[config.mk]
export PLATFORM = sky130hd
export DESIGN_NAME = sata_link_ctrl
export DESIGN_NICKNAME = d
export VERILOG_FILES = /design/src/rtl/sata_lnk_pkg.sv /design/src/rtl/lnk_field_store.sv /design/src/rtl/lnk_det_watch.sv /design/src/rtl/lnk_init_timer.sv /design/src/rtl/sata_link_ctrl.sv
export SDC_FILE = /design/constraint.sdc
export NUM_CORES = 1
export LEC_CHECK = 0
export ABC_AREA = 1
export BUFFER_PORTS_ARGS = -buffer_cell sky130_fd_sc_hd__buf_2
export CAP_MARGIN = 10
export CORE_MARGIN = 10
export CORE_UTILIZATION = 37
export CTS_BUF_LIST = sky130_fd_sc_hd__clkbuf_8
export CTS_CLUSTER_DIAMETER = 60
export DETAILED_ROUTE_END_ITERATION = 16
export PLACE_DENSITY = 0.84
export SETUP_SLACK_MARGIN = 0.05
export SYNTH_ARGS = -nofsm -noshare
export SYNTH_HDL_FRONTEND = slang
export SYNTH_SLANG_ARGS = --single-unit
[constraint.sdc]
create_clock -name clk -period 1.3 [get_ports clk]
set_input_delay 0.13 -clock clk [delete_from_list [all_inputs] [get_ports clk]]
set_output_delay 0.13 -clock clk [all_outputs]
set_load 0.02 [all_outputs]
[src/rtl/sata_lnk_pkg.sv]
package sata_lnk_pkg;

    localparam logic [3:0] DET_IDLE    = 4'h0;
    localparam logic [3:0] DET_HRST    = 4'h1;
    localparam logic [3:0] DET_OFFLINE = 4'h4;
    localparam logic [3:0] SPD_GEN1    = 4'h1;

    typedef struct packed {
        logic [3:0] spd;
        logic [3:0] det;
    } lnk_fields_t;

    // A launch comes only from the two recognised detection-field changes.
    function automatic logic det_launch(input logic [3:0] old_v, input logic [3:0] new_v);
        return ((old_v == DET_IDLE)    && (new_v == DET_HRST)) ||
               ((old_v == DET_OFFLINE) && (new_v == DET_IDLE));
    endfunction

    // Read image: reserved bits and the unimplemented power field are zero.
    function automatic logic [31:0] read_image(input lnk_fields_t f);
        return {20'h0, 4'h0, f.spd, f.det};
    endfunction

endpackage

[src/rtl/lnk_field_store.sv]
module lnk_field_store
    import sata_lnk_pkg::*;
#(
    parameter int unsigned ADDR_W   = 8,
    parameter int unsigned REG_ADDR = 8
) (
    input  logic              clk,
    input  logic              rst,
    input  logic              strap_autoinit,
    input  logic [ADDR_W-1:0] addr,
    input  logic [31:0]       wdata,
    input  logic [3:0]        be,
    input  logic              wr_en,
    output logic              upd,
    output lnk_fields_t       nxt,
    output lnk_fields_t       cur,
    output logic              sel
);
    localparam logic [ADDR_W-1:0] REG_SEL = ADDR_W'(REG_ADDR);

    assign sel = (addr == REG_SEL);
    // Only byte 0 carries live state; byte 1 (power field) is dropped.
    assign upd = wr_en && sel && be[0];
    assign nxt = lnk_fields_t'(wdata[7:0]);

    always_ff @(posedge clk) begin
        if (rst) begin
            cur.spd <= 4'h0;
            cur.det <= strap_autoinit ? DET_IDLE : DET_OFFLINE;
        end else if (upd) begin
            cur <= nxt;
        end
    end
endmodule

[src/rtl/lnk_det_watch.sv]
module lnk_det_watch
    import sata_lnk_pkg::*;
(
    input  logic       upd,
    input  logic [3:0] old_det,
    input  logic [3:0] new_det,
    output logic       kick
);
    always_comb begin
        kick = upd && det_launch(old_det, new_det);
    end
endmodule

[src/rtl/lnk_init_timer.sv]
module lnk_init_timer #(
    parameter int unsigned INIT_CYCLES = 64
) (
    input  logic clk,
    input  logic rst,
    input  logic strap_autoinit,
    input  logic kick,
    output logic active
);
    localparam int unsigned CW = $clog2(INIT_CYCLES + 1);
    localparam logic [CW-1:0] LOAD = CW'(INIT_CYCLES);

    logic [CW-1:0] remain;

    always_ff @(posedge clk) begin
        if (rst) begin
            remain <= strap_autoinit ? LOAD : '0;
        end else if (kick) begin
            remain <= LOAD;
        end else if (remain != '0) begin
            remain <= remain - 1'b1;
        end
    end

    assign active = (remain != '0);
endmodule

[src/rtl/sata_link_ctrl.sv]
module sata_link_ctrl
    import sata_lnk_pkg::*;
#(
    parameter int unsigned ADDR_W      = 8,
    parameter int unsigned REG_ADDR    = 8,
    parameter int unsigned INIT_CYCLES = 64
) (
    input  logic              clk,
    input  logic              rst,
    input  logic              strap_autoinit,
    input  logic [ADDR_W-1:0] addr,
    input  logic [31:0]       wdata,
    input  logic [3:0]        be,
    input  logic              wr_en,
    output logic [31:0]       rdata,
    output logic              phy_offline,
    output logic              gen1_limit,
    output logic              init_active
);
    lnk_fields_t f_cur, f_nxt;
    logic        f_upd, f_sel, init_kick;

    lnk_field_store #(.ADDR_W(ADDR_W), .REG_ADDR(REG_ADDR)) u_store (
        .clk(clk), .rst(rst), .strap_autoinit(strap_autoinit),
        .addr(addr), .wdata(wdata), .be(be), .wr_en(wr_en),
        .upd(f_upd), .nxt(f_nxt), .cur(f_cur), .sel(f_sel)
    );

    lnk_det_watch u_watch (
        .upd(f_upd), .old_det(f_cur.det), .new_det(f_nxt.det), .kick(init_kick)
    );

    lnk_init_timer #(.INIT_CYCLES(INIT_CYCLES)) u_timer (
        .clk(clk), .rst(rst), .strap_autoinit(strap_autoinit),
        .kick(init_kick), .active(init_active)
    );

    assign rdata       = f_sel ? read_image(f_cur) : 32'h0;
    assign phy_offline = (f_cur.det == DET_OFFLINE);
    assign gen1_limit  = (f_cur.spd == SPD_GEN1);
endmodule

==> results.md <==
- Final worst setup slack: -0.1362 ns
- Yosys warnings: 0
- # diodes: 0
- CP endpoint kind: output pin
- Residual DRC: 0
- Clk Latency, worst-skew pair: 0.25 ns
- Hold Path End: u_store.cur[5]$_SDFFE_PP0P_
- R2R Setup Slk: -0.08 ns
- Post-synth top area cell: edfxtp_1
- CTS HTree Levels: 1
- Hold path cells: 3
- Worst r2r path cells: 8
- Crit path max-delay family: flip-flops
- Post-route minimum period: 1.436 ns
- Post-DP HPWL: 1965 um
- Power share of the clock group: 17.9%
- Worst endpoint required time: 1.17 ns
- Layout cell share with drive strength beyond 1: 46.31%
- Crit path max fanout: 2
- Initial DRC Count: 19
- Worst hold slack: 0.09683 ns
- CTS Buffer Depth: 2
- Fmax: 0.6963 GHz
- Period utilization: 110.5%
- Worst-path cell chain: inv_2 > ha_4 > nand4_1 > buf_4 > buf_6
- Power share of the combinational group: 48.5%
- Global placer's final weighted congestion: 0.8166
- Worst path arrival time: 1.31 ns
- GR Layer Usage met2: 17.20%
- Most frequent cells in the layout: buf_2 (27), conb_1 (24), nor2_1 (21), buf_4 (21), inv_1 (20)
- Switching share of power: 35.04%
- Hold path start: wdata[5]
- CP max-delay cell: edfxtp_1
- # setup viols final: 15
- Fin Setup TNS: -0.9729 ns
- Crit. path cell count: 5
- Failing checks: setup timing
- Vias: 985
- Area grow syn2layout: 43.04%
- CTS tree: done
- Port Buffers: 31
- Reg2reg start: u_store.cur[1]$_SDFFCE_PP0P_
- Switch Pwr: 755.1 uW
- # Max-Cap Violations: 0
- Peak per-stage delay on the critical path: 0.42 ns
- Met3 usage: 2.660%
- Vias in the first global route: 885
- First-pass GRT wire length: 3739 um
- Initial antenna violation count: 0
- Mapped Cells: 147
- Avg Cell Area, Syn: 7.456 um2
- WL final: 2684 um
- Number of fill cells in the layout: 247
- Ranking of synthesized cells by area: edfxtp_1 (30%), buf_4 (16%), nor2_1 (10%), inv_1 (8.6%), nand2_1 (7.9%)
- Slew Viols, Final: 0
- Worst setup path category: reg -> out
- Die height: 74.43 um
- Root Driver: clkbuf_8
- Final-stage net count: 254
- CP Launch Type: register
- Via/cell ratio: 4.209
- Gr usage total: 8.646%
- PD cells: 1375 nW/um2
- Drt first pass iters: 4
- Unique masters post-synth: 20
- Gr busiest metal: met2
- RSZ-0062 raised after global routing: true
- Clock Sink Count: 15
- TritonCTS Buffers: 3
- Routed length per placed instance: 11.47 um
- Internal power: 1.400 mW
- Flop pwr share: 33.5%
- ANT nets after route: 0
- Maximum number of pins on one net before global-route repair: 10
- Register bit total from synthesis: 15
- Core Area: 2805 um2
- Clock slew seen by the registers of the worst setup and hold paths: 0.06 ns
- Die ar.: 5539 um2
- Num rows: 19
- Status: finished with violations
- Leak: 0.8537 nW
- Most common cell after layout, fill and taps aside: buf_2
- Reg-to-Reg End: u_timer.remain[2]$_SDFFCE_PP0P_
- Maximum vdd drop: 0.9521 mV
- Hold Path Class: in -> reg
- Met1 global-route usage: 7.763%
- CP Buf/Inv Count: 3
- Die width: 74.43 um
- Final Hold Vio Count: 0
- Synth Cell Area: 1096 um2
- Worst Skew: 0.0007452 ns
- Io pins: 83
- Initial Util: 39.07%
- Grt total ovfl: 0
- Sequential share of the synthesized area: 37.44%
- Yosys top cell area share: 30.14%
sequential cells by signal, summed over array words and instances (netlist names):
name,flops
u_timer.remain,7
u_store.cur,8
per-layer routing:
metal,share of wire [%],vias up,wire (um)
li1,-,509,-
met1,34,448,922
met2,58,23,1544
met3,6.6,5,178
met4,1.4,0,38
met5,0,-,0
cell type report:
| type | count | area (um2) | area share (%) |
|---|---|---|---|
| Sequential cell | 15 | 410.4 | 26.18 |
| Clock buffer | 3 | 41.29 | 2.634 |
| Multi-Input combinational cell | 105 | 621.8 | 39.66 |
| Timing Repair Buffer | 53 | 352.8 | 22.51 |
| Tap cell | 31 | 38.79 | 2.474 |
| Clock inverter | 1 | 5.005 | 0.3192 |
| Inverter | 26 | 97.59 | 6.225 |
cells in the mapped netlist:
master and number:
nand2_1 23, a21oi_1 3, nand4_1 2, dfxtp_1 4, nor2_1 30, ha_1 2, nand3_1 3, nor2_2 2
nor4_1 1, inv_2 1, buf_4 24, inv_1 25, nand2_4 3, xor2_1 1, edfxtp_1 11, o21ai_0 5
conb_1 1, or2_2 4, or2_1 1, nor2_8 1
stage by stage:
stage | setup slack (ns) | utilization [%] | std cells | total power [mW] | area [um2]
after global placement | -0.05679 | 46.21 | 219 | 1.313 | 1296
final | -0.1362 | 55.89 | 234 | 2.155 | 1568
after CTS | -0.1124 | 52.72 | 231 | 1.971 | 1479
after floorplan | -0.1489 | - | 170 | 1.206 | 1200
after detailed placement | -0.09761 | 46.21 | 219 | 1.343 | 1296
after global routing | -0.1933 | 55.89 | 234 | 2.281 | 1568
power groups by stage:
stage	Clock [mW]	Combinational, mW	Sequential [mW]
floorplan	0	0.498	0.708
global placement	0	0.591	0.723
detailed placement	0	0.613	0.730
CTS	0.390	0.860	0.721
global route	0.419	1.13	0.728
finish	0.386	1.05	0.723
worst max path at each step:
stage	slack, ns	start	to
after CTS	-0.11	u_timer.remain[1]$_SDFFCE_PP0P_	init_active
after global routing	-0.19	u_timer.remain[0]$_SDFFCE_PP0P_	init_active
final	-0.14	u_timer.remain[0]$_SDFFCE_PP0P_	init_active
after global placement	-0.06	u_store.cur[0]$_SDFFCE_PP0P_	u_timer.remain[0]$_SDFFCE_PP0P_
after detailed placement	-0.1	u_store.cur[0]$_SDFFCE_PP0P_	u_timer.remain[1]$_SDFFCE_PP0P_
after floorplan	-0.15	u_timer.remain[2]$_SDFFCE_PP0P_	u_timer.remain[0]$_SDFFCE_PP0P_
worst min-delay path: cells and delay by family:
kind,cells,cell delay (ns)
buf+inv,1,0.07
simple gates,2,0.11
cells by family (layout without fill, tap and decap cells):
kind of cell	count (synthesis)	count (layout)	share of synthesized area, %
buffers and inverters	50	83	25.34
and+or+nand+nor	70	70	30.14
DFF	15	15	37.44
adders and majority gates	2	2	2.283
other	1	24	0.3421
AOI/OAI and AO/OA	8	8	3.652
xor gates and xnor gates	1	1	0.7992
what timing repair did:
action,4_1_cts,5_1_grt
hold buffers,0,0
setup endpoints to repair,16,19
setup buffers,8,5
gates resized for setup,24,17
pin swaps,2,3
Power figures use the tool's default switching activity.
